===== src/rtl/deadband_pkg.sv =====
package deadband_pkg;

  typedef enum logic [1:0] {
    OM_BYPASS    = 2'd0,
    OM_FALL_ONLY = 2'd1,
    OM_RISE_ONLY = 2'd2,
    OM_BOTH      = 2'd3
  } outmode_e;

  // Field order matches control word bits [5:0]
  typedef struct packed {
    logic [1:0] in_sel;   // [5:4]
    logic [1:0] pol;      // [3:2]
    outmode_e   mode;     // [1:0]
  } ctrl_t;

  localparam int CTRL_W = $bits(ctrl_t);

  localparam logic [1:0] ADDR_CTRL = 2'd0;
  localparam logic [1:0] ADDR_RED  = 2'd1;
  localparam logic [1:0] ADDR_FED  = 2'd2;

endpackage


===== src/rtl/deadband_regs.sv =====
module deadband_regs
  import deadband_pkg::*;
#(
  parameter int DATA_W = 16,
  parameter int CNT_W  = 10
) (
  input  logic              clk,
  input  logic              rst,
  input  logic              wr_en,
  input  logic [1:0]        wr_addr,
  input  logic [DATA_W-1:0] wr_data,
  output ctrl_t             ctrl,
  output logic [CNT_W-1:0]  red_dly,
  output logic [CNT_W-1:0]  fed_dly
);

  logic unused_hi;
  assign unused_hi = ^wr_data[DATA_W-1:CNT_W];

  always_ff @(posedge clk) begin
    if (rst) begin
      ctrl    <= '{in_sel: 2'd0, pol: 2'd0, mode: OM_BYPASS};
      red_dly <= '0;
      fed_dly <= '0;
    end else if (wr_en) begin
      case (wr_addr)
        ADDR_CTRL: ctrl    <= ctrl_t'(wr_data[CTRL_W-1:0]);
        ADDR_RED:  red_dly <= wr_data[CNT_W-1:0];
        ADDR_FED:  fed_dly <= wr_data[CNT_W-1:0];
        default:   ;
      endcase
    end
  end

endmodule


===== src/rtl/deadband_delay.sv =====
module deadband_delay #(
  parameter int CNT_W  = 10,
  parameter bit RISING = 1'b1
) (
  input  logic             clk,
  input  logic             rst,
  input  logic             src,
  input  logic [CNT_W-1:0] dly,
  output logic             dout
);

  logic [CNT_W-1:0] cnt;
  logic             idle;
  logic             expired;

  // The inactive level of the source reloads the counter
  assign idle    = RISING ? ~src : src;
  assign expired = (cnt == '0);

  always_ff @(posedge clk) begin
    if (rst)            cnt <= '0;
    else if (idle)      cnt <= dly;
    else if (!expired)  cnt <= cnt - 1'b1;
  end

  generate
    if (RISING) begin : g_rise
      assign dout = src & expired;
    end else begin : g_fall
      assign dout = src | ~expired;
    end
  endgenerate

endmodule


===== src/rtl/deadband_outsel.sv =====
module deadband_outsel
  import deadband_pkg::*;
(
  input  logic  clk,
  input  logic  rst,
  input  ctrl_t ctrl,
  input  logic  raw_a,
  input  logic  raw_b,
  input  logic  red_sig,
  input  logic  fed_sig,
  output logic  gate_a,
  output logic  gate_b
);

  logic pre_a, pre_b;

  always_comb begin
    pre_a = raw_a;
    pre_b = raw_b;
    case (ctrl.mode)
      OM_BYPASS:    begin pre_a = raw_a;   pre_b = raw_b;   end
      OM_FALL_ONLY: begin pre_a = raw_a;   pre_b = fed_sig; end
      OM_RISE_ONLY: begin pre_a = red_sig; pre_b = raw_b;   end
      OM_BOTH:      begin pre_a = red_sig; pre_b = fed_sig; end
      default:      ;
    endcase
  end

  always_ff @(posedge clk) begin
    if (rst) begin
      gate_a <= 1'b0;
      gate_b <= 1'b0;
    end else begin
      gate_a <= pre_a ^ ctrl.pol[0];
      gate_b <= pre_b ^ ctrl.pol[1];
    end
  end

endmodule


===== src/rtl/deadband_gen.sv =====
module deadband_gen
  import deadband_pkg::*;
#(
  parameter int DATA_W = 16,
  parameter int CNT_W  = 10
) (
  input  logic              clk,
  input  logic              rst,
  input  logic              wr_en,
  input  logic [1:0]        wr_addr,
  input  logic [DATA_W-1:0] wr_data,
  input  logic              pwm_a_in,
  input  logic              pwm_b_in,
  output logic              gate_a,
  output logic              gate_b
);

  localparam int NPATH = 2;  // index 0 rising, 1 falling

  ctrl_t            ctrl;
  logic [CNT_W-1:0] red_dly, fed_dly;
  logic [CNT_W-1:0] path_dly [NPATH];
  logic             path_src [NPATH];
  logic             path_out [NPATH];

  deadband_regs #(.DATA_W(DATA_W), .CNT_W(CNT_W)) u_regs (
    .clk(clk), .rst(rst), .wr_en(wr_en), .wr_addr(wr_addr),
    .wr_data(wr_data), .ctrl(ctrl), .red_dly(red_dly), .fed_dly(fed_dly)
  );

  assign path_src[0] = ctrl.in_sel[0] ? pwm_b_in : pwm_a_in;
  assign path_src[1] = ctrl.in_sel[1] ? pwm_b_in : pwm_a_in;
  assign path_dly[0] = red_dly;
  assign path_dly[1] = fed_dly;

  generate
    for (genvar g = 0; g < NPATH; g++) begin : g_path
      deadband_delay #(.CNT_W(CNT_W), .RISING(g == 0)) u_dly (
        .clk(clk), .rst(rst), .src(path_src[g]),
        .dly(path_dly[g]), .dout(path_out[g])
      );
    end
  endgenerate

  deadband_outsel u_out (
    .clk(clk), .rst(rst), .ctrl(ctrl),
    .raw_a(pwm_a_in), .raw_b(pwm_b_in),
    .red_sig(path_out[0]), .fed_sig(path_out[1]),
    .gate_a(gate_a), .gate_b(gate_b)
  );

endmodule


===== config.mk =====
export PLATFORM = sky130hd
export DESIGN_NAME = deadband_gen
export DESIGN_NICKNAME = d
export VERILOG_FILES = /design/src/rtl/deadband_pkg.sv /design/src/rtl/deadband_regs.sv /design/src/rtl/deadband_delay.sv /design/src/rtl/deadband_outsel.sv /design/src/rtl/deadband_gen.sv
export SDC_FILE = /design/constraint.sdc
export NUM_CORES = 1
export LEC_CHECK = 0
export BUFFER_PORTS_ARGS = -buffer_cell sky130_fd_sc_hd__buf_2
export CORE_ASPECT_RATIO = 1.2
export CORE_MARGIN = 5
export CORE_UTILIZATION = 57
export CTS_CLUSTER_DIAMETER = 150
export CTS_CLUSTER_SIZE = 8
export DETAILED_ROUTE_END_ITERATION = 10
export PLACE_DENSITY_LB_ADDON = 0.12
export SETUP_SLACK_MARGIN = 0.3
export SYNTH_ARGS = -nofsm -noshare
export SYNTH_HDL_FRONTEND = slang
export SYNTH_SLANG_ARGS = --single-unit

===== constraint.sdc =====
create_clock -name clk -period 2.68 [get_ports clk]
set_clock_uncertainty 0.2 [all_clocks]
set_input_delay 0.536 -clock clk [delete_from_list [all_inputs] [get_ports clk]]
set_output_delay 0.536 -clock clk [all_outputs]
set_load 0.005 [all_outputs]

==> impl_results.md <==
* Core area at ~0.0037 mm^2
* Max_slew headroom at 54.8%
* Ant diodes at 0
* Clk slew on worst S/H paths at roughly 0.080 ns
* VDD IR-drop max at approximately 400 uV
* First-pass GRT wire length at between 7 and 8 mm
* Slew @ Worst Pin at approximately 0.68 ns
* Max Cap Viol at 0
* Die ar. at between 0.005 and 0.006 mm^2
* CTS Sinks at 48
* First DRT Iteration DRCs at 57
* Htree depth at 2
* DR WL/cell at about 13 um
* TritonRoute pass-1 iters at 4
* Synth warn at 0
* Combinational fraction of design power at between 20% and 30%
* Layout cell share with drive strength beyond 1 at between 15 and 20%
* Sequential power share at 50.7%
* Kind of critical path: reg2reg
* CP Cell Sequence: inv_1 -> ha_1 -> or4b_1 -> nor3_4 -> a31oi_1 -> mux2_2
* Max stage delay on crit path at around 0.56 ns
* I/O pins at 25
* Post-CTS Setup Bufs at 0
* Vias in the first global route at 1581
* Top FF cell, synth: dfxtp_1
* Status: completed
* GRT overflow at 0
* CTS tree: built
* Ys async rst share at 0%
* Period utilisation layout at ~80%
* Final hold vios at 0
* Vias per inst at approximately 5.4
* Power density cells at ~670 mW/mm^2
* Final Critical Period at ~2.2 ns
* Via count at 1616
* Int Power at 1.17 mW
* Final antenna-violating net count at 0
* Post-synth EDFFs at 0
* Post-synth top area share at 44.1%
* Total negative slack at 0 ns
* Initial antenna violation count at 0
* Clock network power share at roughly 28%
* Syn avg cell area at 9.39 um^2
* Fill count at 321
* Post-DP HPWL at ~3.0 mm
* Critical path endpoint category: register
* CTS Buf Count at 5
* Post-Syn Nets at 257
* NumNets Final at approximately 270
* Worst EP arrival at roughly 2.2 ns
* Final core occ at 66.0%
* Worst setup SP type: register
* Post-synth cell types at 40
* Port buffer count at 18
* CTS root buf: clkbuf_8
* Final setup violation count at 0
* Hold crit path type: reg2reg
* Most frequent cells in the layout: 48 x nor2_1, 48 x dfxtp_1, 28 x mux2i_1
* R2r setup slk at 0.49 ns
* Sw Share at between 20% and 30%
* GP Congestion at 0.785
* Largest net degree at the start of global routing at 26
* RSZ-0062 raised after global routing: false
* Bufs on Longest Clock Path at 2
* Critical path's slowest cell: or4b_1
* Synth area leaders: dfxtp_1 44%, mux2i_1 13%, nor2_1 8.3%
* Layout area overhead at 11.0%
* Initial Util at roughly 59%
* Seq cells post-synth at 48
* Worst path required time at approximately 2.7 ns
* Max-slew violations at 0
* DIE WIDTH at between 60 and 70 um
* Sequential fraction of the synthesis area at 44.1%
* Vert. Die Dim at roughly 78 um
* Largest area contributor in the synthesized netlist: dfxtp_1
* Post-Syn Area at about 0.0022 mm^2
* Gate count of the mapped netlist at about 230
* Total Wirelength at approximately 4.0 mm
* GRT Util Overall at 17.5%
* DRC viols at 0
* Clk Latency, worst-skew pair at approximately 0.29 ns
* NetSw at approximately 0.45 mW
* # rows at 24
* Maximum clock rate at ~460 MHz
* CP Max Fanout at 7
* Leak pwr at around 1.0 nW
[final timing paths]
check / start / to / cells past startpoint
max: g_path[1].u_dly.cnt[0] / u_out.gate_b / 6
min: u_regs.red_dly[1] / g_path[0].u_dly.cnt[1] / 2
min reg2reg: u_regs.red_dly[1] / g_path[0].u_dly.cnt[1] / 2
max reg2reg: g_path[1].u_dly.cnt[0] / u_out.gate_b / 6
[per-layer routing]
metal	GRT usage, %	vias to the layer above	part of all wire, %
met5	0	-	0
met1	21.8	727	46
met3	4.34	7	2.8
li1	-	864	-
met2	29.5	18	50
met4	5.49	0	1.3
[cell families after synthesis]
family	count (synthesis)	synth area share, %
simple gates	87	21.9
flops	48	44.1
compound gates	33	11.0
mux	31	14.4
buf+inv	22	3.85
xor+xnor	9	3.62
fa+ha+maj	2	1.15
[cells in the mapped netlist (all sizes together), types with 3 or more instances]
cell type and n:
xnor2 9, nor4 7, a21oi 5, nor2b 3, a211oi 9, o31ai 6
mux2i 28, or4 6, clkbuf 9, dfxtp 48, nor3 7, nor2 48
or4b 4, inv 11, mux2 3
[area by class of cell]
type | count | area [um^2] | area share (%)
multi-input cells | 162 | 1150 | 47.5
well taps | 52 | 65.1 | 2.69
clock buffers | 7 | 96.3 | 3.98
inverters | 11 | 41.3 | 1.71
repair buffers | 20 | 105 | 4.35
flip-flops and latches | 48 | 961 | 39.7
[critical path, delay by kind of cell (launching register included)]
kind                       cells  cell delay, ns
adders and majority gates      1            0.19
DFF                            1            0.35
muxes                          1            0.29
buffers and inverters          1            0.07
AOI/OAI and AO/OA              1            0.14
and+or+nand+nor                2            0.85
[registers in the layout, indices dropped and copies added, names as in the netlist]
register	cells
g_path.u_dly.cnt	20
u_out.gate_a	1
u_out.gate_b	1
u_regs.ctrl	6
u_regs.fed_dly	10
u_regs.red_dly	10
[power groups by stage]
stage,Clock (mW),Combinational [mW],Sequential [mW]
floorplan,0,0.276,0.824
global placement,0,0.335,0.834
detailed placement,0,0.341,0.835
CTS,0.464,0.344,0.819
global route,0.491,0.399,0.831
finish,0.446,0.352,0.820
[stage by stage]
| step | power, mW | setup slack, ns | cell area, um^2 | std cells | hold slack, ns |
|---|---|---|---|---|---|
| CTS | 1.63 | 0.328 | 2400 | 300 | 0.261 |
| floorplan | 1.10 | 0.590 | 2180 | 232 | 0.232 |
| finish | 1.62 | 0.489 | 2420 | 300 | 0.260 |
| global route | 1.72 | 0.350 | 2420 | 300 | 0.283 |
| detailed placement | 1.18 | 0.351 | 2310 | 293 | 0.250 |
| global placement | 1.17 | 0.359 | 2310 | 293 | 0.249 |
[timing repair]
| item | 4_1_cts | 5_1_grt |
|---|---|---|
| endpoints found under the hold margin | 0 | 0 |
| gates resized for setup | 0 | 3 |
| endpoints found under the setup margin | 0 | 7 |
| hold buffers | 0 | 0 |
No activity file was read; power rests on OpenSTA's default activity.
